## config.mk

```make
export PLATFORM = sky130hd
export DESIGN_NAME = flag_alu
export DESIGN_NICKNAME = d
export VERILOG_FILES = /design/src/rtl/flag_alu_pkg.sv /design/src/rtl/flag_alu_logic.sv /design/src/rtl/flag_alu_adder.sv /design/src/rtl/flag_alu_flags.sv /design/src/rtl/flag_alu.sv
export SDC_FILE = /design/constraint.sdc
export NUM_CORES = 1
export LEC_CHECK = 0
export BUFFER_PORTS_ARGS = -buffer_cell sky130_fd_sc_hd__buf_2
export CAP_MARGIN = 30
export CORE_MARGIN = 3
export CORE_UTILIZATION = 61
export DETAILED_ROUTE_END_ITERATION = 10
export GPL_ROUTABILITY_DRIVEN = 0
export PLACE_DENSITY_LB_ADDON = 0.25
export SLEW_MARGIN = 10
export SYNTH_ARGS = -nofsm -noshare
export SYNTH_HDL_FRONTEND = slang
export SYNTH_SLANG_ARGS = --single-unit
```

## constraint.sdc

```tcl
create_clock -name clk -period 16.9 [get_ports clk]
set_clock_uncertainty 0.2 [all_clocks]
set_input_delay 1.69 -clock clk [delete_from_list [all_inputs] [get_ports clk]]
set_output_delay 1.69 -clock clk [all_outputs]
set_load 0.01 [all_outputs]
```

## src/rtl/flag_alu_pkg.sv

```systemverilog
package flag_alu_pkg;

  typedef enum logic [3:0] {
    OP_AND = 4'd0,
    OP_OR  = 4'd1,
    OP_XOR = 4'd2,
    OP_NOT = 4'd3,
    OP_ADD = 4'd4,
    OP_ADC = 4'd5,
    OP_SUB = 4'd6,
    OP_SBC = 4'd7,
    OP_CMP = 4'd8,
    OP_TEQ = 4'd9,
    OP_TST = 4'd10
  } alu_op_e;

  typedef struct packed {
    logic n;
    logic z;
    logic c;
    logic v;
  } nzcv_t;

  // Operations that deliver a value to the destination register.
  function automatic logic op_writes(input alu_op_e op);
    case (op)
      OP_AND, OP_OR, OP_XOR, OP_NOT,
      OP_ADD, OP_ADC, OP_SUB, OP_SBC: op_writes = 1'b1;
      default:                        op_writes = 1'b0;
    endcase
  endfunction

  // Operations whose value comes from the adder; these also own C and V.
  function automatic logic op_uses_adder(input alu_op_e op);
    case (op)
      OP_ADD, OP_ADC, OP_SUB, OP_SBC, OP_CMP: op_uses_adder = 1'b1;
      default:                                op_uses_adder = 1'b0;
    endcase
  endfunction

  // Every defined code may touch N and Z.
  function automatic logic op_known(input alu_op_e op);
    op_known = (op <= OP_TST);
  endfunction

endpackage

```

## src/rtl/flag_alu_logic.sv

```systemverilog
module flag_alu_logic
  import flag_alu_pkg::*;
#(
  parameter int W = 32
) (
  input  alu_op_e        op,
  input  logic [W-1:0]   a,
  input  logic [W-1:0]   b,
  output logic [W-1:0]   res
);

  logic [W-1:0] and_v;
  logic [W-1:0] or_v;
  logic [W-1:0] xor_v;
  logic [W-1:0] not_v;

  // Per-bit gates kept as a repeated slice so each lane is a shallow cell.
  for (genvar i = 0; i < W; i++) begin : g_lane
    assign and_v[i] = a[i] & b[i];
    assign or_v[i]  = a[i] | b[i];
    assign xor_v[i] = a[i] ^ b[i];
    assign not_v[i] = ~b[i];
  end

  always_comb begin
    case (op)
      OP_AND, OP_TST: res = and_v;
      OP_OR:          res = or_v;
      OP_XOR, OP_TEQ: res = xor_v;
      OP_NOT:         res = not_v;
      default:        res = '0;
    endcase
  end

endmodule

```

## src/rtl/flag_alu_adder.sv

```systemverilog
module flag_alu_adder
  import flag_alu_pkg::*;
#(
  parameter int W = 32
) (
  input  alu_op_e        op,
  input  logic [W-1:0]   a,
  input  logic [W-1:0]   b,
  input  logic           c_flag,
  output logic [W-1:0]   sum,
  output logic           carry_out,
  output logic           ovf
);

  localparam int SUM_W = W + 1;

  // Subtraction runs as A + ~B + carry-in.
  function automatic logic [W-1:0] second_operand(input alu_op_e o, input logic [W-1:0] v);
    case (o)
      OP_SUB, OP_SBC, OP_CMP: second_operand = ~v;
      default:                second_operand = v;
    endcase
  endfunction

  // The carry-in per operation; SBC reuses C as "no borrow".
  function automatic logic carry_in(input alu_op_e o, input logic c);
    case (o)
      OP_ADC, OP_SBC: carry_in = c;
      OP_SUB, OP_CMP: carry_in = 1'b1;
      default:        carry_in = 1'b0;
    endcase
  endfunction

  function automatic logic [SUM_W-1:0] wide_add(input logic [W-1:0] x,
                                                input logic [W-1:0] y,
                                                input logic         ci);
    wide_add = {1'b0, x} + {1'b0, y} + {{W{1'b0}}, ci};
  endfunction

  logic [W-1:0]     b_eff;
  logic             cin;
  logic [SUM_W-1:0] total;

  assign b_eff     = second_operand(op, b);
  assign cin       = carry_in(op, c_flag);
  assign total     = wide_add(a, b_eff, cin);
  assign sum       = total[W-1:0];
  assign carry_out = total[W];
  // Signed overflow: like-signed inputs giving an unlike-signed sum.
  assign ovf       = (a[W-1] == b_eff[W-1]) && (sum[W-1] != a[W-1]);

endmodule

```

## src/rtl/flag_alu_flags.sv

```systemverilog
module flag_alu_flags
  import flag_alu_pkg::*;
#(
  parameter int W = 32
) (
  input  alu_op_e        op,
  input  logic [W-1:0]   res,
  input  logic           carry_out,
  input  logic           ovf,
  input  logic           set_flags,
  input  logic           cond_pass,
  input  nzcv_t          flags_q,
  output logic           flag_update,
  output nzcv_t          flags_next
);

  nzcv_t calc;

  assign flag_update = set_flags && cond_pass && op_known(op);

  always_comb begin
    calc   = flags_q;
    calc.n = res[W-1];
    calc.z = ~|res;
    if (op_uses_adder(op)) begin
      calc.c = carry_out;
      calc.v = ovf;
    end
  end

  assign flags_next = flag_update ? calc : flags_q;

endmodule

```

## src/rtl/flag_alu.sv

```systemverilog
module flag_alu
  import flag_alu_pkg::*;
#(
  parameter int W = 32
) (
  input  logic         clk,
  input  logic         rst,
  input  logic [3:0]   op_code,
  input  logic [W-1:0] opnd_a,
  input  logic [W-1:0] opnd_b,
  input  logic         set_flags,
  input  logic         cond_pass,
  output logic [W-1:0] result,
  output logic         result_we,
  output logic [3:0]   flags_next,
  output logic [3:0]   flags_q
);

  alu_op_e      op;
  logic [W-1:0] logic_res;
  logic [W-1:0] arith_res;
  logic         carry_out;
  logic         ovf;
  logic         flag_update;
  nzcv_t        flags_r;
  nzcv_t        flags_d;

  assign op = alu_op_e'(op_code);

  flag_alu_logic #(.W(W)) u_logic (
    .op  (op),
    .a   (opnd_a),
    .b   (opnd_b),
    .res (logic_res)
  );

  flag_alu_adder #(.W(W)) u_adder (
    .op        (op),
    .a         (opnd_a),
    .b         (opnd_b),
    .c_flag    (flags_r.c),
    .sum       (arith_res),
    .carry_out (carry_out),
    .ovf       (ovf)
  );

  assign result    = op_uses_adder(op) ? arith_res : logic_res;
  assign result_we = cond_pass && op_writes(op);

  flag_alu_flags #(.W(W)) u_flags (
    .op          (op),
    .res         (result),
    .carry_out   (carry_out),
    .ovf         (ovf),
    .set_flags   (set_flags),
    .cond_pass   (cond_pass),
    .flags_q     (flags_r),
    .flag_update (flag_update),
    .flags_next  (flags_d)
  );

  always_ff @(posedge clk) begin
    if (rst) flags_r <= '0;
    else     flags_r <= flags_d;
  end

  assign flags_next = flags_d;
  assign flags_q    = flags_r;

endmodule

```

==> metrics <==
drt pass-1 iters=5; HP Class=flip-flop to flip-flop; Final Cycle Share=50.7%; crit-path max cell delay=0.56 ns; cts hold-fix bufs=0; CP Class=primary input to primary output; Required @ worst endpoint=15.01 ns; Detailed Route WL=14.5 mm; std cell rows=31; GRT Total Usage=31.6%; post-CTS sizing=0; Synth top area share=24.7%; syn nets=834; Synth area leaders=ha_1 (25%), xnor2_1 (8.7%), inv_1 (6.8%); clock sinks=4; Routed WL per cell=17.0 µm; clock buffer count from CTS=3; share of cells above drive strength 1=18.7%; most numerous cell in the Yosys netlist=ha_1; peak fanout along the critical path=59; crit-path leading delay family=compound AO/OA/AOI/OAI gates; initial core utilization=64.7%; Placed Instances=850; Post-synth EDFFs=0; antenna viol nets, final=0; Final min period=8.57 ns; total grt overflow=0; clk slew on worst S/H paths=0.03 ns; Die H=94.9 µm; CTS Buffer Depth=2; Ys Warns=0; antenna cells=0; critical path launch point type=primary input; pin count of the biggest net entering global routing=60; initial antenna violation count=0; max cap viols=0; Reg area=80.1 µm²; max-slew violations=0; CP max-delay cell=buf_4; VDD IR max=24.7 µV; worst path bufs/invs=4; Core Area=0.00745 mm²; nets=925; Avg Inst Size Synth=7.25 µm²; drc violations=0; DR vias/cell=6.34; post-synthesis cell area=0.00482 mm²; Post-synth top cells=ha_1 (95), inv_1 (87), xnor2_1 (48); clock latency on the worst-skew pair=0.21 ns; RSZ-0062 raised after global routing=no; Yosys cell types=76; Largest register FFs=4; Tightest Pin Transition=0.974 ns; PwrDens=48.3 mW/mm²; multi-input logic area=0.00428 mm²; Sum Neg Setup Slack=0 ns; I/O pin cnt=113; DRT iter0 DRCs=446; Slew headroom=35.1%; Seq cells post-synth=4; final setup violation count=0; worst-path cell chain=buf_2 -> buf_4 -> nor2b_1 -> a22oi_2 -> buf_4 -> xnor2_1 -> ha_1 -> and3_1 -> o211a_1 -> o21ai_1 -> a211oi_1 -> a21oi_1 -> xor2_1 -> o21ai_0 -> a2111oi_2 -> and4b_1 -> a32o_2 -> buf_2; sequential area share after synthesis=1.66%; area grow syn2layout=13.4%; non-filler cells, final=853; Setup Fix Bufs, Post-CTS=0; Fin. Hold Viols=0; Die X=94.9 µm; TritonCTS clock tree=yes; CP arrival=6.68 ns; Synth Instances=665; run status=finished clean; H-tree Lvls=1; first-pass GRT wire length=23.5 mm; f_max=117 MHz; DR vias=5,407; Yosys top cell by area=ha_1; fill count=628; Main synth FF type=dfxtp_1; Die Area=0.00901 mm²; Leakage=2.87 nW; Async S/R FF share, synth=0%; Root Buffer=clkbuf_8; vias in the first global route=5,128; CP Capture Type=primary output; worst hold slack=0.418 ns; IO buf count=112; DP HPWL=11.4 mm
through the flow:
stage	total power [mW]	setup WS, ns	util (%)	area (µm²)
after CTS	0.259	8.43	73.4	5470
final	0.264	8.33	73.4	5470
after global routing	0.288	7.99	73.4	5470
after floorplan	0.171	8.94	-	4820
after detailed placement	0.238	8.51	72.9	5430
after global placement	0.231	8.60	72.8	5420
logic make-up (layout without fill, tap and decap cells):
family	after synthesis	count (layout)	synth area share [%]
flops	4	4	1.66
fa+ha+maj	97	97	25.5
simple gates	161	161	18.1
mux	22	22	4.65
buf+inv	120	209	9.99
xor+xnor	56	56	10.2
compound gates	205	205	29.9
final cells by class:
| class | count | share of cell area (%) |
|---|---|---|
| clock buffers | 3 | 0.755 |
| multi-input cells | 541 | 78.3 |
| inverters | 87 | 5.97 |
| repair buffers | 119 | 11.2 |
| well taps | 99 | 2.27 |
| flip-flops and latches | 4 | 1.46 |
layout by cell type, fill, tap and decap left out, types with 4 or more instances in the layout:
cell      count
dfxtp_1       4
nand3_1      10
o21a_1        8
buf_4         7
nand2_1      41
nor3_1        9
nor2b_1      14
xnor2_1      48
and4_1        4
a211oi_1     15
a31oi_1       4
a22oi_1       8
nand4_1      11
a22o_1        9
o21ai_0      33
nor2_1       31
and3_1        4
a221o_1       4
xor2_1        8
a21oi_1      46
a221oi_1     18
o211ai_1      6
nand2b_1      8
mux2i_1      19
buf_2       112
ha_1         95
inv_1        87
o21ai_1       7
a21o_1       11
o21bai_1      5
worst paths after layout:
kind | startpoint | end | slack [ns] | cells past startpoint
worst max-delay path | op_code[1] | flags_next[2] | 8.33 | 18
worst min register to register | flags_q[3]$_SDFF_PP0_ | flags_q[3]$_SDFF_PP0_ | 0.42 | 2
worst min-delay path | flags_q[3]$_SDFF_PP0_ | flags_q[3]$_SDFF_PP0_ | 0.42 | 2
worst max register to register | flags_q[1]$_SDFF_PP0_ | flags_q[2]$_SDFF_PP0_ | 12.81 | 15
routing by layer:
metal,track usage [%],wire (µm)
met4,7.57,278
met3,2.39,1290
met5,0,0
met2,55.4,6820
met1,41.8,6090
worst min-delay path, delay by kind of cell, from the launching register on:
| family | cells | cell delay [ns] |
|---|---|---|
| flip-flops | 1 | 0.32 |
| multiplexers | 1 | 0.15 |
| AND/OR/NAND/NOR | 1 | 0.12 |
power breakdown:
part / leakage, nW / total (mW) / switching, mW / internal [mW]
Clock: 0.0216 / 0.0195 / 0.00433 / 0.0151
Sequential: 0.0323 / 0.00987 / 0.000128 / 0.00974
Combinational: 2.81 / 0.235 / 0.140 / 0.0941
Total: 2.87 / 0.264 / 0.145 / 0.119
No activity file was read; power rests on OpenSTA's default activity.
